`src/rtl/booth_seq_mul.sv`:
```
module booth_seq_mul #(
  parameter int W = 8
) (
  input  logic           clk,
  input  logic           rst_n,
  input  logic           start,
  input  logic [W-1:0]   x_in,
  input  logic [W-1:0]   y_in,
  output logic           busy,
  output logic           done,
  output logic [2*W-1:0] product
);
  localparam int CW = $clog2(W) + 1;

  logic [W:0]    acc;
  logic [W-1:0]  lo;
  logic [W-1:0]  mcand;
  logic [W-1:0]  yrot;
  logic          yprev;
  logic [CW-1:0] cnt;
  logic [W:0]    mext;
  logic [W:0]    sum;
  logic          last;

  assign mext = {mcand[W-1], mcand};
  assign last = (cnt == CW'(W - 1));

  always_comb begin
    case ({yrot[0], yprev})
      2'b10:   sum = acc - mext;
      2'b01:   sum = acc + mext;
      default: sum = acc;
    endcase
  end

  always_ff @(posedge clk or negedge rst_n) begin
    if (!rst_n) begin
      acc   <= '0;
      lo    <= '0;
      mcand <= '0;
      yrot  <= '0;
      yprev <= 1'b0;
      cnt   <= '0;
      busy  <= 1'b0;
      done  <= 1'b0;
    end else begin
      done <= 1'b0;
      if (!busy) begin
        if (start) begin
          acc   <= '0;
          lo    <= '0;
          mcand <= x_in;
          yrot  <= y_in;
          yprev <= 1'b0;
          cnt   <= '0;
          busy  <= 1'b1;
        end
      end else begin
        acc   <= {sum[W], sum[W:1]};
        lo    <= {sum[0], lo[W-1:1]};
        yrot  <= {yrot[0], yrot[W-1:1]};
        yprev <= yrot[0];
        cnt   <= cnt + 1'b1;
        if (last) begin
          busy <= 1'b0;
          done <= 1'b1;
        end
      end
    end
  end

  assign product = {acc[W-1:0], lo};

  assert_start_busy_R2: assert property (@(posedge clk) disable iff (!rst_n)
    (start && !busy) |=> busy);

  assert_done_pulse_R5: assert property (@(posedge clk) disable iff (!rst_n)
    done |=> !done);

  assert_done_idle_R5: assert property (@(posedge clk) disable iff (!rst_n)
    done |-> !busy);

  assert_end_done_R4: assert property (@(posedge clk) disable iff (!rst_n)
    $fell(busy) |-> done);

  assert_start_ignored_R6: assert property (@(posedge clk) disable iff (!rst_n)
    (busy && start && !last) |=> busy);

  assert_hold_R7: assert property (@(posedge clk) disable iff (!rst_n)
    (!busy && !start) |=> $stable(product));
endmodule

```
`config.mk`:
```
export PLATFORM = sky130hd
export DESIGN_NAME = booth_seq_mul
export DESIGN_NICKNAME = d
export VERILOG_FILES = /design/src/rtl/booth_seq_mul.sv
export SDC_FILE = /design/constraint.sdc
export NUM_CORES = 1
export LEC_CHECK = 0
export ABC_CLOCK_PERIOD_IN_PS = 2900
export BUFFER_PORTS_ARGS = -buffer_cell sky130_fd_sc_hd__buf_2
export CAP_MARGIN = 15
export CORE_MARGIN = 2
export CORE_UTILIZATION = 45
export CTS_CLUSTER_DIAMETER = 80
export DETAILED_ROUTE_END_ITERATION = 16
export PLACE_DENSITY = 0.74
export SLEW_MARGIN = 0
export SYNTH_ARGS = -nofsm -noshare
export SYNTH_HDL_FRONTEND = slang
export SYNTH_SLANG_ARGS = --single-unit
```
`constraint.sdc`:
```
create_clock -name clk -period 2.9 [get_ports clk]
set_clock_uncertainty 0.05 [all_clocks]
set_input_delay 0.58 -clock clk [delete_from_list [all_inputs] [get_ports clk]]
set_output_delay 0.58 -clock clk [all_outputs]
set_load 0.02 [all_outputs]
```
==> results.toml, run 1 <==
[detailed_routing]
drt_iter0_markers = 78
drc_errors = 0
routed_via_density = 5.63
routedWlPerCell_um = 14.1
dr.pass1.iters = 4
ant_nets = 0
vias = 1740
finalWirelength_mm = 4.35

[die]
dieArea_um2 = 5410
fp.dieH_um = 73.6
die_x_um = 73.6
rows = 25
initial_core_util_pct = 46.4
core_um2 = 4690
io_pins = 37

[clock_tree]
cts.path.max_buffers = 2
clock-sinks = 39
hold_buffers = 0
clkTransAtPathRegs_ns = 0.08
cts_inserted_buffers = 5
ctsHtreeMaxLevel = 2
cts_tree = "yes"
cts_setup_buffers = 0
ctsResizeCount = 0
root_buffer = "clkbuf_8"
clkLatencyLatePin_ns = 0.30

[sta]
maxSlewViolCount = 0
min_period_ns = 2.65
timing.hold.ws_ns = 0.324
final.period_utilization_pct = 91.5
max_freq_ghz = 0.377
rsz0062_at_grt = "no"
setup_viol = 0
tightest_slew_ns = 0.842
worst_slew_margin_rel_pct = 43.9
finalSetupTns_ns = 0
finalHoldViolCount = 0

[outcome]
status = "complete, no violations"

[worst_setup_path]
cp_slowest_cell = "fa_2"
r2r_cells = 9
critPathMaxFanout = 3
path_buf_inv = 1
rr_endpoint = "acc[7]"
r2r_slack_ns = 0.25
path_cells = "inv_1 > ha_1 > mux2_1 > fa_2 > a211oi_4 > o211ai_2 > a21bo_1 > a2111o_1 > nand3_1"
crit_required_ns = 3.09
cpPeakStageDelay_ns = 0.42
crit-reg2reg-launch = "mcand[0]"
path_class = "flip-flop to flip-flop"
endpoint_kind = "flip-flop"
arrival_ns = 2.85
startpoint_type = "flip-flop"
cp_top_family = "compound AO/OA/AOI/OAI gates"

[global_routing]
grt_max_degree = 40
grt_pass1_wl_mm = 7.43
grt_pass1_vias = 1612
antenna_found_initial = 0
grtUsageTotal_pct = 17.9
grt.overflow.total = 0

[logic_synthesis]
yosysWarnings = 0
yosys.area.top_type = "dfrtp_1"
synth_cell_type_count = 40
synth_ff_type = "dfrtp_1"
synth_most_common_cell = "dfrtp_1"
netlist_top_cells_count = "39 x dfrtp_1, 32 x nand2_1, 21 x o21ai_1"
yosysSeqAreaShare_pct = 44.8
yosysTopAreaCellShare_pct = 44.8
ys_seq_elements = 39
avgSynthCellArea_um2 = 9.90
synth.area.top_cells = "dfrtp_1 45%, mux2i_1 6.4%, ha_1 6.3%"
syn_inst = 220
synth_edf_count = 0
syn-num-nets = 251
async_reset_ff_share_pct = 100
syn-cell-area_um2 = 2180

[final_layout]
fin_nets = 286
n_antenna_cell = 0
area_growth_pct = 15.7
drive_gt1_share_pct = 20.8
fill_cells = 415

[min_path]
hp-class = "primary input to async pin"

[placement]
hpwl_mm = 3.11
gp_congestion = 0.896
io_buffers = 36

[job]
timing.max_cap.violations = 0
[worst reg2reg max path: stages (launching register included)]
cell	delay (ns)
dfrtp_1	0.37
inv_1	0.07
ha_1	0.28
mux2_1	0.33
fa_2	0.42
a211oi_4	0.28
o211ai_2	0.13
a21bo_1	0.19
a2111o_1	0.40
nand3_1	0.08
[cell usage in the layout (no fill, tap or decap), drive strengths merged, types with 7 or more instances in the layout]
master,instances
nand2,32
mux2,7
mux2i,14
o21ai,22
nor2,15
a21oi,9
buf,39
ha,11
dfrtp,39
[registers in the layout, summed over array words and instances (netlist names)]
name / flops
mcand: 8
yprev: 1
yrot: 8
busy: 1
done: 1
acc: 8
cnt: 4
lo: 8
[through the flow]
stage	std cells	cell area, um^2	util (%)	worst slack (ns)
CTS	309	2510	53.5	0.137
finish	309	2520	53.7	0.247
floorplan	220	2180	-	0.233
global route	309	2520	53.7	0.0279
detailed placement	302	2400	51.2	0.143
global placement	302	2400	51.2	0.194
[logic make-up after synthesis]
group,share of synthesized area [%]
flip-flops,44.8
multiplexers,10.1
adder cells (fa/ha/maj),7.24
XOR/XNOR,4.43
buffers and inverters,3.10
AND/OR/NAND/NOR,14.0
AO/OA/AOI/OAI,16.3
[area by class of cell]
class	count	area, um^2	area share [%]
multi-input combinational	164	1140	45.4
clock inverter	2	37.5	1.49
tap	54	67.6	2.68
inverter	6	22.5	0.894
clock buffer	5	68.8	2.73
timing repair buffer	39	203	8.05
sequential	39	976	38.7
[layer usage]
layer | GRT usage, % | routed length [um] | up-vias
met5 | 0 | 0 | -
li1 | - | - | 854
met4 | 7.68 | 88 | 0
met3 | 4.94 | 296 | 7
met2 | 27.6 | 2110 | 52
met1 | 23.8 | 1860 | 827
[worst max-delay path by stage]
| stage | start | endpoint | slack (ns) | depth (start not counted) |
|---|---|---|---|---|
| after floorplan | yrot[0] | acc[7] | 0.23 | 10 |
| after global placement | mcand[0] | acc[7] | 0.19 | 9 |
| after detailed placement | mcand[1] | acc[7] | 0.14 | 9 |
| after CTS | mcand[1] | acc[7] | 0.14 | 9 |
| after global routing | mcand[0] | acc[6] | 0.03 | 9 |
| final | mcand[0] | acc[7] | 0.25 | 9 |
Power of run 1 is left out: the tool's default activity adds up to more than one toggle a clock period on the data nets, which glitch-free logic cannot reach.
==> run 2: changes to the inputs <==
- ABC_CLOCK_PERIOD_IN_PS: 2900 -> 2390
- PLACE_DENSITY: 0.74 -> 0.77
- clock period: 2.9 -> 2.39 ns (I/O delays scaled with it)
==> run 2 against run 1 <==
Compared with the run above: the flow now finishes with violations (negative setup slack); non-clock buffer count rose by 26; setup slack lost 0.42 ns; first-iteration DRC count increased by 88%; routed wire length is 14% higher; via count up 6.0%; die area did not move; sequential share of layout area is 4.7 points lower; critical path type unchanged; largest cell class unchanged.
==> results.toml, run 2 (synthesized netlist as in run 1, its figures left out) <==
[outcome]
status = "finished, violations left"
violations = "negative setup slack"

[final_layout]
drive_gt1_share_pct = 34.8
final_cell_mix = "39 x dfrtp_1, 36 x buf_2, 32 x nand2_1, 25 x buf_4, 20 x o21ai_1"
area_growth_pct = 31.8
fin_util_pct = 61.1
n_antenna_cell = 0
final_common_cell = "dfrtp_1"
fin_nets = 312

[worst_setup_path]
endpoint_kind = "flip-flop"
critPathMaxFanout = 3
r2r_slack_ns = -0.17
startpoint = "mcand[0]"
cp_slowest_cell = "dfrtp_1"
crit-reg2reg-launch = "mcand[0]"
r2r_cells = 11
cpPeakStageDelay_ns = 0.39
arrival_ns = 2.74
crit_required_ns = 2.57
rr_endpoint = "acc[7]"
endpoint = "acc[7]"
startpoint_type = "flip-flop"
path_cells = "buf_4 > nor3_4 > nand2b_1 > o41ai_2 > xnor2_1 > ha_1 > a21oi_2 > o21ai_1 > a21bo_1 > a2111o_1 > nand3_1"
path_class = "flip-flop to flip-flop"

[detailed_routing]
drc_errors = 0
finalWirelength_mm = 4.96
dr.pass1.iters = 4
ant_nets = 0
routedWlPerCell_um = 14.8
routed_via_density = 5.49
vias = 1844
drt_iter0_markers = 147

[sta]
min_period_ns = 2.56
maxSlewViolCount = 0
fin_ws_ns = -0.171
setup_viol = 5
final.period_utilization_pct = 107
max_freq_ghz = 0.390
rsz0062_at_grt = "yes"
tightest_slew_ns = 0.849
finalHoldViolCount = 0
worst_slew_margin_rel_pct = 43.4

[die]
io_pins = 37
core_um2 = 4690
rows = 25
fp.dieH_um = 73.6
dieArea_um2 = 5410
die_x_um = 73.6
initial_core_util_pct = 46.4

[placement]
hpwl_mm = 3.25
gp_congestion = 0.870
io_buffers = 36
pre_cts_slack_ns = -0.195

[clock_tree]
root_buffer = "clkbuf_8"
cts_inserted_buffers = 5
hold_buffers = 0
ctsHtreeMaxLevel = 2
clock-sinks = 39
clkTransAtPathRegs_ns = 0.08
cts.path.max_buffers = 2
clkLatencyLatePin_ns = 0.29
cts_tree = "yes"

[global_routing]
grt_pass1_vias = 1761
grtUsageTotal_pct = 19.6
grt_max_degree = 40
grt.overflow.total = 0
grt_pass1_wl_mm = 8.10
antenna_found_initial = 0

[min_path]
hp-class = "primary input to async pin"

[job]
timing.max_cap.violations = 0
run 2: worst min path at each step:
stage	end	from	cells after the start	slack, ns
final	acc[5]	rst_n	1	0.24
after global routing	yrot[1]	rst_n	1	0.31
after CTS	mcand[7]	rst_n	1	0.27
after detailed placement	yrot[2]	yrot[3]	2	0.42
after global placement	yrot[6]	yrot[7]	2	0.43
after floorplan	acc[0]	rst_n	0	0.13
run 2: area by class of cell:
type	instances	area (um^2)
Clock buffer	6	82.6
Inverter	6	22.5
Sequential cell	39	976
Tap cell	54	67.6
Multi-Input combinational cell	164	1280
Clock inverter	2	13.8
Fill cell	369	1820
Timing Repair Buffer	65	422
run 2: timing repair:
action                     CTS  global route
setup buffers                4             6
pin swaps                   12            11
setup endpoints to repair    5             5
cloned                       0             0
gates resized for setup     14            13
run 2: worst max-delay path, delay by kind of cell (launching register included):
kind	cells	cell delay [ns]
compound gates	5	1.12
flops	1	0.39
simple gates	3	0.33
fa+ha+maj	1	0.29
xor+xnor	1	0.17
buf+inv	1	0.15
run 2: metal layers:
layer | global-route usage (%) | vias to the layer above | part of all wire (%)
li1 | - | 899 | -
met1 | 25.4 | 895 | 44
met2 | 30.7 | 40 | 49
met3 | 4.94 | 10 | 4.5
met4 | 9.09 | 0 | 2.2
met5 | 0 | - | 0
run 2: stage by stage:
step,area (um^2),hold WS (ns),setup TNS (ns),instances
5_1_grt,2870,0.313,-1.23,336
3_5_place_dp,2550,0.422,-0.647,318
6_report,2870,0.236,-0.611,336
4_1_cts,2740,0.274,-0.349,330
2_1_floorplan,2200,0.132,-0.129,220
3_3_place_gp,2550,0.427,-0.414,318
Power of run 2 is left out for the same reason.
==> run 3: changes to the inputs <==
- ABC_CLOCK_PERIOD_IN_PS: 2390 -> 2400
- CTS_BUF_LIST: not set -> sky130_fd_sc_hd__clkbuf_8 sky130_fd_sc_hd__clkbuf_16
- PLACE_DENSITY: 0.77 -> 0.74
- clock period: 2.39 -> 2.4 ns (I/O delays scaled with it)
==> run 3 against run 2 <==
Compared with the run above: the flow still finishes with violations (negative setup slack); hold slack gained 0.0017 ns; core utilization shrank 0.37 points; critical path depth shrank 2; die area is the same; final cell count shrank 0.60%; sequential cell count is the same; register-to-register slack gained 0.05 ns; critical path type unchanged; critical endpoint unchanged; highest routed layer unchanged.
==> results.toml, run 3 (synthesized netlist as in run 1, its figures left out) <==
[outcome]
status = "finished, violations left"
violations = "negative setup slack"

[placement]
io_buffers = 36
hpwl_mm = 3.24
dp.cells = 316
pre_cts_slack_ns = -0.212
gp_congestion = 0.882

[detailed_routing]
routedWlPerCell_um = 14.4
routed_via_density = 5.40
dr.pass1.iters = 4
ant_nets = 0
drt_iter0_markers = 119
finalWirelength_mm = 4.79
drc_errors = 0
vias = 1805

[sta]
rsz0062_at_grt = "yes"
final.period_utilization_pct = 105
fin_ws_ns = -0.119
maxSlewViolCount = 0
finalSetupTns_ns = -0.310
setup_viol = 4
tightest_slew_ns = 0.835
max_freq_ghz = 0.397
worst_slew_margin_rel_pct = 44.3
finalHoldViolCount = 0
min_period_ns = 2.52

[clock_tree]
cts.path.max_buffers = 2
ctsHtreeMaxLevel = 2
cts_inserted_buffers = 5
cts_tree = "yes"
hold_buffers = 0
clkTransAtPathRegs_ns = 0.08
clkLatencyLatePin_ns = 0.29
clock-sinks = 39
root_buffer = "clkbuf_8"

[job]
timing.max_cap.violations = 0

[final_layout]
ff_latch_area_um2 = 976
final_cell_mix = "39 x dfrtp_1, 36 x buf_2, 32 x nand2_1, 22 x buf_4, 20 x o21ai_1"
area_growth_pct = 31.0
final_common_cell = "dfrtp_1"
multi_input_area_um2 = 1240
fin_nets = 310
instances_no_fill = 334
fill_cells = 394
drive_gt1_share_pct = 34.3
n_antenna_cell = 0

[worst_setup_path]
critPathMaxFanout = 3
path_cells = "inv_2 > ha_4 > mux2_4 > fa_2 > a211oi_4 > o211ai_2 > a21bo_1 > a2111o_1 > nand3_1"
crit_required_ns = 2.58
startpoint_type = "flip-flop"
endpoint_kind = "flip-flop"
cp_slowest_cell = "dfrtp_1"
arrival_ns = 2.70
r2r_cells = 9
path_class = "flip-flop to flip-flop"
cpPeakStageDelay_ns = 0.41

[global_routing]
grt.overflow.total = 0
grt_max_degree = 40
antenna_found_initial = 0
grt_pass1_wl_mm = 7.67
grt_pass1_vias = 1645
grtUsageTotal_pct = 18.4

[min_path]
hp-class = "primary input to async pin"

[die]
initial_core_util_pct = 46.4
rows = 25
dieArea_um2 = 5410
die_x_um = 73.6
io_pins = 37
core_um2 = 4690
fp.dieH_um = 73.6
[run 3: worst max-delay path, delay by kind of cell (launching register included)]
family / cells / cell delay (ns)
muxes: 1 / 0.28
adders and majority gates: 2 / 0.60
and+or+nand+nor: 1 / 0.07
DFF: 1 / 0.41
AOI/OAI and AO/OA: 4 / 0.96
buffers and inverters: 1 / 0.09
[run 3: what timing repair did]
item                       in CTS  in global routing
pin swaps                       7                 18
hold endpoints to repair        0                  0
setup endpoints to repair       5                  5
resized for setup               7                 19
buffers inserted                3                  7
cloned                          0                  0
[run 3: layer usage]
layer	wire, um	up-vias	GRT usage (%)	share of wire (%)
li1	-	900	-	-
met1	2250	879	24.9	47
met2	2350	20	29.7	49
met3	137	6	4.25	2.9
met4	57	0	4.85	1.2
met5	0	-	0	0
[run 3: final cells by class]
type,count,area share [%]
clock inverter,3,2.50
inverter,6,0.790
clock buffer,5,2.41
timing repair buffer,63,14.1
sequential,39,34.2
tap,54,2.37
multi-input combinational,164,43.6
[run 3: final timing paths]
path / slack, ns / end / startpoint
min reg2reg: 0.45 / cnt[0] / cnt[0]
max reg2reg: -0.12 / acc[7] / mcand[1]
min in group clk: 0.35 / mcand[0] / x_in[0]
max in group asynchronous: 1.54 / lo[5] / rst_n
min: 0.24 / acc[0] / rst_n
max: -0.12 / acc[7] / mcand[1]
[run 3: stage by stage]
step	utilization, %	instance area [um^2]	hold WS (ns)
final	60.8	2850	0.238
after global routing	60.8	2850	0.301
after CTS	58.0	2720	0.268
after detailed placement	53.7	2520	0.432
after global placement	53.7	2520	0.423
after floorplan	-	2200	0.134
Power of run 3 is left out for the same reason.
